`config.mk`:
```
export PLATFORM = sky130hd
export DESIGN_NAME = doorbell_window
export DESIGN_NICKNAME = d
export VERILOG_FILES = /design/src/rtl/doorbell_pkg.sv /design/src/rtl/window_decode.sv /design/src/rtl/read_mux.sv /design/src/rtl/doorbell_ctrl.sv /design/src/rtl/doorbell_window.sv
export SDC_FILE = /design/constraint.sdc
export NUM_CORES = 1
export LEC_CHECK = 0
export BUFFER_PORTS_ARGS = -buffer_cell sky130_fd_sc_hd__clkbuf_2
export CAP_MARGIN = 20
export CORE_ASPECT_RATIO = 1.1
export CORE_MARGIN = 8
export CORE_UTILIZATION = 27
export DETAILED_ROUTE_END_ITERATION = 6
export PLACE_DENSITY = 0.82
export SYNTH_ARGS = -nofsm -noshare
export SYNTH_HDL_FRONTEND = slang
export SYNTH_SLANG_ARGS = --single-unit
```
`constraint.sdc`:
```
create_clock -name clk -period 1.9 [get_ports clk]
set_clock_uncertainty 0.1 [all_clocks]
set_input_delay 0.285 -clock clk [delete_from_list [all_inputs] [get_ports clk]]
set_output_delay 0.285 -clock clk [all_outputs]
set_load 0.01 [all_outputs]
```
`src/rtl/doorbell_pkg.sv`:
```
package doorbell_pkg;

    // Window offset bits and decoded offsets with behaviour
    localparam int WIN_BITS = 5;
    localparam logic [WIN_BITS-1:0] OFS_LINE  = 5'd4;
    localparam logic [WIN_BITS-1:0] OFS_PIN   = 5'd5;
    localparam logic [WIN_BITS-1:0] OFS_BELL  = 5'd6;
    localparam int ID_COUNT = 4;

    // Identity bytes, lowest offset in the lowest byte
    localparam logic [31:0] ID_WORD = 32'hAB0B_071A;

    typedef struct packed {
        logic pending;
    } bell_state_t;

    function automatic logic [7:0] id_byte(input logic [1:0] idx);
        return ID_WORD[8*idx +: 8];
    endfunction

endpackage

```
`src/rtl/window_decode.sv`:
```
module window_decode #(
    parameter int ADDR_W   = 16,
    parameter int WIN_BITS = 5
) (
    input  logic                clk,
    input  logic                rst_n,
    input  logic [ADDR_W-1:0]   addr,
    input  logic [ADDR_W-1:0]   base,
    input  logic                decode_en,
    input  logic                rd,
    input  logic                wr,
    output logic                hit,
    output logic                rd_hit,
    output logic                wr_hit,
    output logic [WIN_BITS-1:0] offset
);
    localparam int TAG_W = ADDR_W - WIN_BITS;

    logic [TAG_W-1:0] addr_tag;
    logic [TAG_W-1:0] base_tag;
    logic             in_window;
    logic             unused_base_low;

    assign addr_tag        = addr[ADDR_W-1:WIN_BITS];
    assign base_tag        = base[ADDR_W-1:WIN_BITS];
    assign unused_base_low = ^base[WIN_BITS-1:0];

    always_comb begin
        in_window = decode_en && (addr_tag == base_tag);
        rd_hit    = in_window && rd;
        wr_hit    = in_window && wr;
        hit       = rd_hit || wr_hit;
        offset    = addr[WIN_BITS-1:0];
    end

    // no hit while decoding is disabled
    p_no_hit_disabled_r10: assert property (@(posedge clk) disable iff (!rst_n)
        !decode_en |-> !hit);

    // a hit always comes from a strobe
    p_hit_needs_strobe_r1: assert property (@(posedge clk) disable iff (!rst_n)
        hit |-> (rd || wr));

endmodule

```
`src/rtl/read_mux.sv`:
```
module read_mux #(
    parameter int DATA_W   = 32,
    parameter int WIN_BITS = 5
) (
    input  logic                clk,
    input  logic                rst_n,
    input  logic                rd_hit,
    input  logic [WIN_BITS-1:0] offset,
    input  logic [7:0]          int_line,
    input  logic [7:0]          int_pin,
    input  logic                pending,
    output logic [DATA_W-1:0]   rdata
);
    import doorbell_pkg::*;

    logic [7:0] byte_v;

    always_comb begin
        byte_v = 8'h00;
        if (rd_hit) begin
            if (offset < WIN_BITS'(ID_COUNT)) begin
                byte_v = id_byte(offset[1:0]);
            end else if (offset == OFS_LINE) begin
                byte_v = int_line;
            end else if (offset == OFS_PIN) begin
                byte_v = int_pin;
            end else if (offset == OFS_BELL) begin
                byte_v = {7'd0, pending};
            end
        end
    end

    generate
        if (DATA_W > 8) begin : g_wide
            assign rdata = {{(DATA_W-8){1'b0}}, byte_v};
        end else begin : g_byte
            assign rdata = byte_v[DATA_W-1:0];
        end
    endgenerate

    // no read data without a read hit
    p_idle_zero_r10: assert property (@(posedge clk) disable iff (!rst_n)
        !rd_hit |-> (rdata == '0));

    // doorbell read reports at most one bit
    p_bell_bit_r5: assert property (@(posedge clk) disable iff (!rst_n)
        (rd_hit && offset == OFS_BELL) |-> (rdata[DATA_W-1:1] == '0));

endmodule

```
`src/rtl/doorbell_ctrl.sv`:
```
module doorbell_ctrl #(
    parameter int WIN_BITS = 5
) (
    input  logic                clk,
    input  logic                rst_n,
    input  logic                rd_hit,
    input  logic                wr_hit,
    input  logic [WIN_BITS-1:0] offset,
    output logic                pending
);
    import doorbell_pkg::*;

    bell_state_t st_d, st_q;
    logic        at_bell;

    assign at_bell = (offset == OFS_BELL);

    always_comb begin
        st_d = st_q;
        if (rd_hit && at_bell) begin
            st_d.pending = 1'b0;
        end else if (wr_hit && at_bell && !st_q.pending) begin
            st_d.pending = 1'b1;
        end
    end

    always_ff @(posedge clk or negedge rst_n) begin
        if (!rst_n) begin
            st_q <= '0;
        end else begin
            st_q <= st_d;
        end
    end

    assign pending = st_q.pending;

    // a lone doorbell write leaves the flag set
    p_set_on_write_r4: assert property (@(posedge clk) disable iff (!rst_n)
        (wr_hit && at_bell && !rd_hit) |=> pending);

    // a doorbell read always leaves the flag clear
    p_clear_on_read_r5: assert property (@(posedge clk) disable iff (!rst_n)
        (rd_hit && at_bell) |=> !pending);

    // the flag holds without a doorbell hit
    p_hold_otherwise_r7: assert property (@(posedge clk) disable iff (!rst_n)
        (!(rd_hit || wr_hit) || !at_bell) |=> $stable(pending));

endmodule

```
`src/rtl/doorbell_window.sv`:
```
module doorbell_window #(
    parameter int ADDR_W = 16,
    parameter int DATA_W = 32
) (
    input  logic              clk,
    input  logic              rst_n,
    input  logic [ADDR_W-1:0] io_addr,
    input  logic              io_rd,
    input  logic              io_wr,
    input  logic [DATA_W-1:0] io_wdata,
    input  logic [ADDR_W-1:0] cfg_base,
    input  logic              cfg_decode_en,
    input  logic [7:0]        cfg_int_line,
    input  logic [7:0]        cfg_int_pin,
    output logic [DATA_W-1:0] io_rdata,
    output logic              hit,
    output logic              irq
);
    import doorbell_pkg::*;

    logic                rd_hit;
    logic                wr_hit;
    logic [WIN_BITS-1:0] offset;
    logic                pending;
    logic                unused_wdata;

    // Write data content never matters: any value rings the doorbell
    assign unused_wdata = ^io_wdata;

    window_decode #(.ADDR_W(ADDR_W), .WIN_BITS(WIN_BITS)) decode_i (
        .clk       (clk),
        .rst_n     (rst_n),
        .addr      (io_addr),
        .base      (cfg_base),
        .decode_en (cfg_decode_en),
        .rd        (io_rd),
        .wr        (io_wr),
        .hit       (hit),
        .rd_hit    (rd_hit),
        .wr_hit    (wr_hit),
        .offset    (offset)
    );

    doorbell_ctrl #(.WIN_BITS(WIN_BITS)) ctrl_i (
        .clk     (clk),
        .rst_n   (rst_n),
        .rd_hit  (rd_hit),
        .wr_hit  (wr_hit),
        .offset  (offset),
        .pending (pending)
    );

    read_mux #(.DATA_W(DATA_W), .WIN_BITS(WIN_BITS)) mux_i (
        .clk      (clk),
        .rst_n    (rst_n),
        .rd_hit   (rd_hit),
        .offset   (offset),
        .int_line (cfg_int_line),
        .int_pin  (cfg_int_pin),
        .pending  (pending),
        .rdata    (io_rdata)
    );

    assign irq = pending;

    // upper read lanes stay zero
    p_upper_zero_r6: assert property (@(posedge clk) disable iff (!rst_n)
        io_rdata[DATA_W-1:8] == '0);

    // a miss never moves the interrupt request
    p_miss_keeps_irq_r10: assert property (@(posedge clk) disable iff (!rst_n)
        !hit |=> $stable(irq));

endmodule

```
=== Word-level counts from Yosys, hierarchy flattened ===
Index checks and enable logic that the tools add are counted.

* Memory bits (read-only): 0
* RAM bits: 0
* Latch bits: 0
* Register bits after elaboration: 1
* Memories kept: 0
* Logic and storage cells: 23

* Reductions and logical operators: 9
* Multipliers: 0
* Equality and inequality tests: 4
* Magnitude comparators: 1
* Bitwise operators: 0
* Add/subtract/negate cells: 0
* Muxes and demuxes: 7
* Divide/modulo/power cells: 0
* Shifts and indexed selects: 1

{| class="wikitable"
|+ Operator list
! operator !! count
|-
| 2-to-1 mux 8 bit || 4
|-
| variable part select 32 x 6 -> 8 bit (first input constant) || 1
|-
| == test 5 x 3 -> 1 bit (second input constant) || 3
|-
| == test 11 bit || 1
|-
| logical AND 1 bit || 6
|-
| less-than comparator 5 x 3 -> 1 bit (second input constant) || 1
|-
| 2-to-1 mux 1 bit || 3
|-
| nonzero test 2 bit || 1
|-
| logical NOT 1 bit || 1
|-
| logical OR 1 bit || 1
|}

=== Logic depth before layout (Yosys ltp) ===
* Depth after elaboration: 7
* Mapped depth: 5
* Mapped depth without buffers: 4

=== By module ===
A second synthesis with hierarchy kept.

* Cell total of the unflattened synthesis: 98
* Area total of the unflattened synthesis: 721.9 sq um

{| class="wikitable"
|+ Modules (own cells, without submodules)
! module !! instances !! area an instance (sq um) !! cells each
|-
| read_mux || 1 || 476.7 || 69
|-
| window_decode || 1 || 187.7 || 24
|-
| doorbell_ctrl || 1 || 57.6 || 5
|}

=== Worst setup path after synthesis ===
No wires, ideal clock.

* Path kind: in2out
* Start point: input cfg_base[11]
* End point: output io_rdata[4]
* Data required time: 1515 ps
* Stages: 4
* Arrival time: 1463 ps
* Setup slack: 52 ps
* Cell sequence: xnor2_1 -> nand4_4 -> or3_4 -> nor4_1

* Longest elaborated chain between the ends: 4

{| class="wikitable"
|+ RTL lines
! what !! line !! source
|-
| start: declaration || doorbell_window.sv:11 || <nowiki>input logic [ADDR_W-1:0] cfg_base,</nowiki>
|-
| == test 11 bit || window_decode.sv:29 || <nowiki>in_window = decode_en && (addr_tag == base_tag);</nowiki>
|-
| logical AND 1 bit || window_decode.sv:29 ||
|-
| logical AND 1 bit || window_decode.sv:30 || <nowiki>rd_hit = in_window && rd;</nowiki>
|-
| 2-to-1 mux 8 bit || read_mux.sv:20 || <nowiki>if (rd_hit) begin</nowiki>
|-
| end: declaration || doorbell_window.sv:15 || <nowiki>output logic [DATA_W-1:0] io_rdata,</nowiki>
|}

No other way between the ends.

=== Worst setup path after layout ===
* Start point: input io_addr[9]
* End point: output io_rdata[0]

* Longest elaborated chain between the ends: 4

{| class="wikitable"
|+ RTL lines
! what !! line !! source
|-
| start: declaration || doorbell_window.sv:7 || <nowiki>input logic [ADDR_W-1:0] io_addr,</nowiki>
|-
| == test 11 bit || window_decode.sv:29 ||
|-
| logical AND 1 bit || window_decode.sv:29 ||
|-
| logical AND 1 bit || window_decode.sv:30 ||
|-
| 2-to-1 mux 8 bit || read_mux.sv:20 ||
|}

No other way between the ends.

==> flow_summary_export.csv <==
group,metric,value,unit
route,via_per_inst,4.11,
sta,fin_crit,1890,ps
critical_path,start_kind,"primary input",
cells_and_area,drive_above_1_share,53.3,%
placement,io_buffers,57,
power_and_ir_drop,leakage,0.606,nW
cts,clk_pin_slew,0,ps
power_and_ir_drop,p_total,0.222,mW
critical_path,cp-end-kind,"output pin",
power_and_ir_drop,switchingPower,0.0972,mW
power_and_ir_drop,swShare,43.8,%
cells_and_area,postLayoutCellArea,0.00113,mm^2
global_routing,grt_start_max_net_pins,14,
critical_path,crit_required,1510,ps
route,wire_per_inst,11.7,um
placement,pre_cts_ws,-93.6,ps
route,vias,753,
synth,synth_warnings,0,
synth,syn_area,678,um^2
global_routing,track_usage,8.32,%
cells_and_area,largest_reg_flops,1,
global_routing,busiest_layer,"met2",
cells_and_area,n_antenna_cell,0,
sta,finalSetupViolCount,0,
global_routing,grt_remaining_overflow,0,
global_routing,use_met2,15.1,%
die,die_area,0.00437,mm^2
sta,hold_viol_final,0,
global_routing,grt_pass1_vias,751,
global_routing,use_met3,5.98,%
die,initial_core_util,27.7,%
synth,synth.top_cell.area_share,26.6,%
synth,synth_area_leaders,"buf_4 (27%), xnor2_2 (9.6%), xnor2_1 (9.0%)",
sta,rsz0062_at_grt,"true",
cts,clock_latency,0,ps
synth,synth-seq-area-share,3.69,%
power_and_ir_drop,ir_worst_vdd,131,uV
sta,fin_ws,8.88,ps
cells_and_area,area_growth,66.1,%
critical_path,worstSetupPathType,"in -> out",
power_and_ir_drop,power_density,197,mW/mm^2
synth,avgSynthCellArea,7.54,um^2
power_and_ir_drop,pwr-share-clk,0,%
critical_path,crit_fanout,5,
route,postRouteAntennaNets,0,
flow_run,cap_viol_max_count,0,
die,core,0.00245,mm^2
cells_and_area,fin_nets,239,
synth,synth.distinct_cells,32,
status,status,"finished, final reports clean",
global_routing,grt_pass1_wl,3.12,mm
placement,dp_hpwl,1.93,mm
sta,fmax,0.529,GHz
global_routing,use_met1,8.12,%
die,die_h,68.6,um
cells_and_area,n_fill_cell,245,
sta,drv_slew,0,
placement,gp_congestion,0.745,
critical_path,arrival,1510,ps
route,drt_wl_total,2.14,mm
route,first_pass_iters,4,
die,io-pin-count,119,
sta,tns,0,ps
sta,whs,455,ps
power_and_ir_drop,p_int,0.125,mW
die,rows,19,
power_and_ir_drop,p_seq_share,9.8,%
route,route.detailed.drc,0,
synth,yosys.area.top_type,"buf_4",
route,drtIter0Drc,17,
min_path,worstHoldPathType,"reg -> reg",
global_routing,antenna_found_initial,0,
power_and_ir_drop,power_frac_comb,90.2,%
sta,timing.final.crit_share,99.5,%
synth,syn_inst,90,
synth,synth-seq-cells,1,
placement,placed_area,933,um^2
die,die_x,63.8,um
[kinds of logic after synthesis]
logic type / share of synthesized area, %
AOI/OAI and AO/OA: 13.3
xor gates and xnor gates: 18.6
buffers and inverters: 30.1
DFF: 3.69
muxes: 6.09
other: 0.553
and+or+nand+nor: 27.7
[placed cells by master, fill, tap and decap left out, types with 5 or more instances in the layout]
cell      instances
a21oi_1           5
buf_2             8
buf_4             7
buf_6             6
clkbuf_2         43
conb_1           24
nand2_1           6
nor2_1            7
xnor2_2           5
[power by group through the flow]
stage / Clock (mW) / Combinational, mW / Sequential, mW
after global routing: 0 / 0.219 / 0.0217
after floorplan: 0 / 0.125 / 0.0217
after detailed placement: 0 / 0.156 / 0.0217
after global placement: 0 / 0.154 / 0.0217
after CTS: 0 / 0.165 / 0.0217
final: 0 / 0.200 / 0.0217
[path summary, 6_finish.rpt]
kind,slack [ps],depth (start not counted),startpoint,endpoint
max,9,8,io_addr[9],io_rdata[0]
min,450,2,ctrl_i.pending,ctrl_i.pending
max reg2reg,1170,2,ctrl_i.pending,ctrl_i.pending
min reg2reg,450,2,ctrl_i.pending,ctrl_i.pending
max in group asynchronous,1100,2,rst_n,ctrl_i.pending
min in group asynchronous,510,2,rst_n,ctrl_i.pending
[per-stage QoR]
stage                     std cells  util (%)
after global routing            183      46.0
after global placement          179      38.1
after floorplan                 113         -
final                           183      46.0
after detailed placement        179      38.1
after CTS                       180      39.4
[synth_stat cells, drive strengths merged]
| cell | instances |
|---|---|
| o31ai | 1 |
| o311a | 1 |
| nor2 | 7 |
| o21ai | 2 |
| or4 | 1 |
| a211oi | 1 |
| mux2i | 3 |
| nand3 | 3 |
| o21a | 2 |
| clkbuf | 1 |
| or3 | 1 |
| mux2 | 1 |
| and3 | 1 |
| and3b | 1 |
| buf | 26 |
| a21oi | 5 |
| nor4 | 4 |
| dfrtp | 1 |
| nand4 | 3 |
| nand2b | 2 |
| xnor2 | 11 |
| nand2 | 6 |
| a2111oi | 1 |
| conb | 1 |
| inv | 3 |
| and2 | 1 |
[routing by layer]
metal	wire, um	share of wire, %	up-vias
met1	692	32	315
met2	1030	48	50
met4	0	0	0
met5	0	0	-
li1	-	-	388
met3	415	19	0
[critical path: stages]
cell and delay [ps]:
clkbuf_2 90, xnor2_1 140, nand4_1 140, buf_4 180
nor4_4 240, buf_4 170, o311a_1 140, buf_2 120
[area by class of cell]
| class | count | area [um^2] | area share, % |
|---|---|---|---|
| tap | 31 | 38.8 | 3.44 |
| inverter | 3 | 11.3 | 1.00 |
| sequential | 1 | 25.0 | 2.22 |
| multi-input combinational | 82 | 651 | 57.8 |
| timing repair buffer | 66 | 400 | 35.6 |
[timing repair]
action | in CTS | in global routing
setup buffers | 0 | 3
endpoints found under the hold margin | 1 | 0
hold buffers | 1 | 0
gates resized for setup | 3 | 31
endpoints found under the setup margin | 8 | 8
pin swaps | 0 | 14
Power figures use the tool's default switching activity.
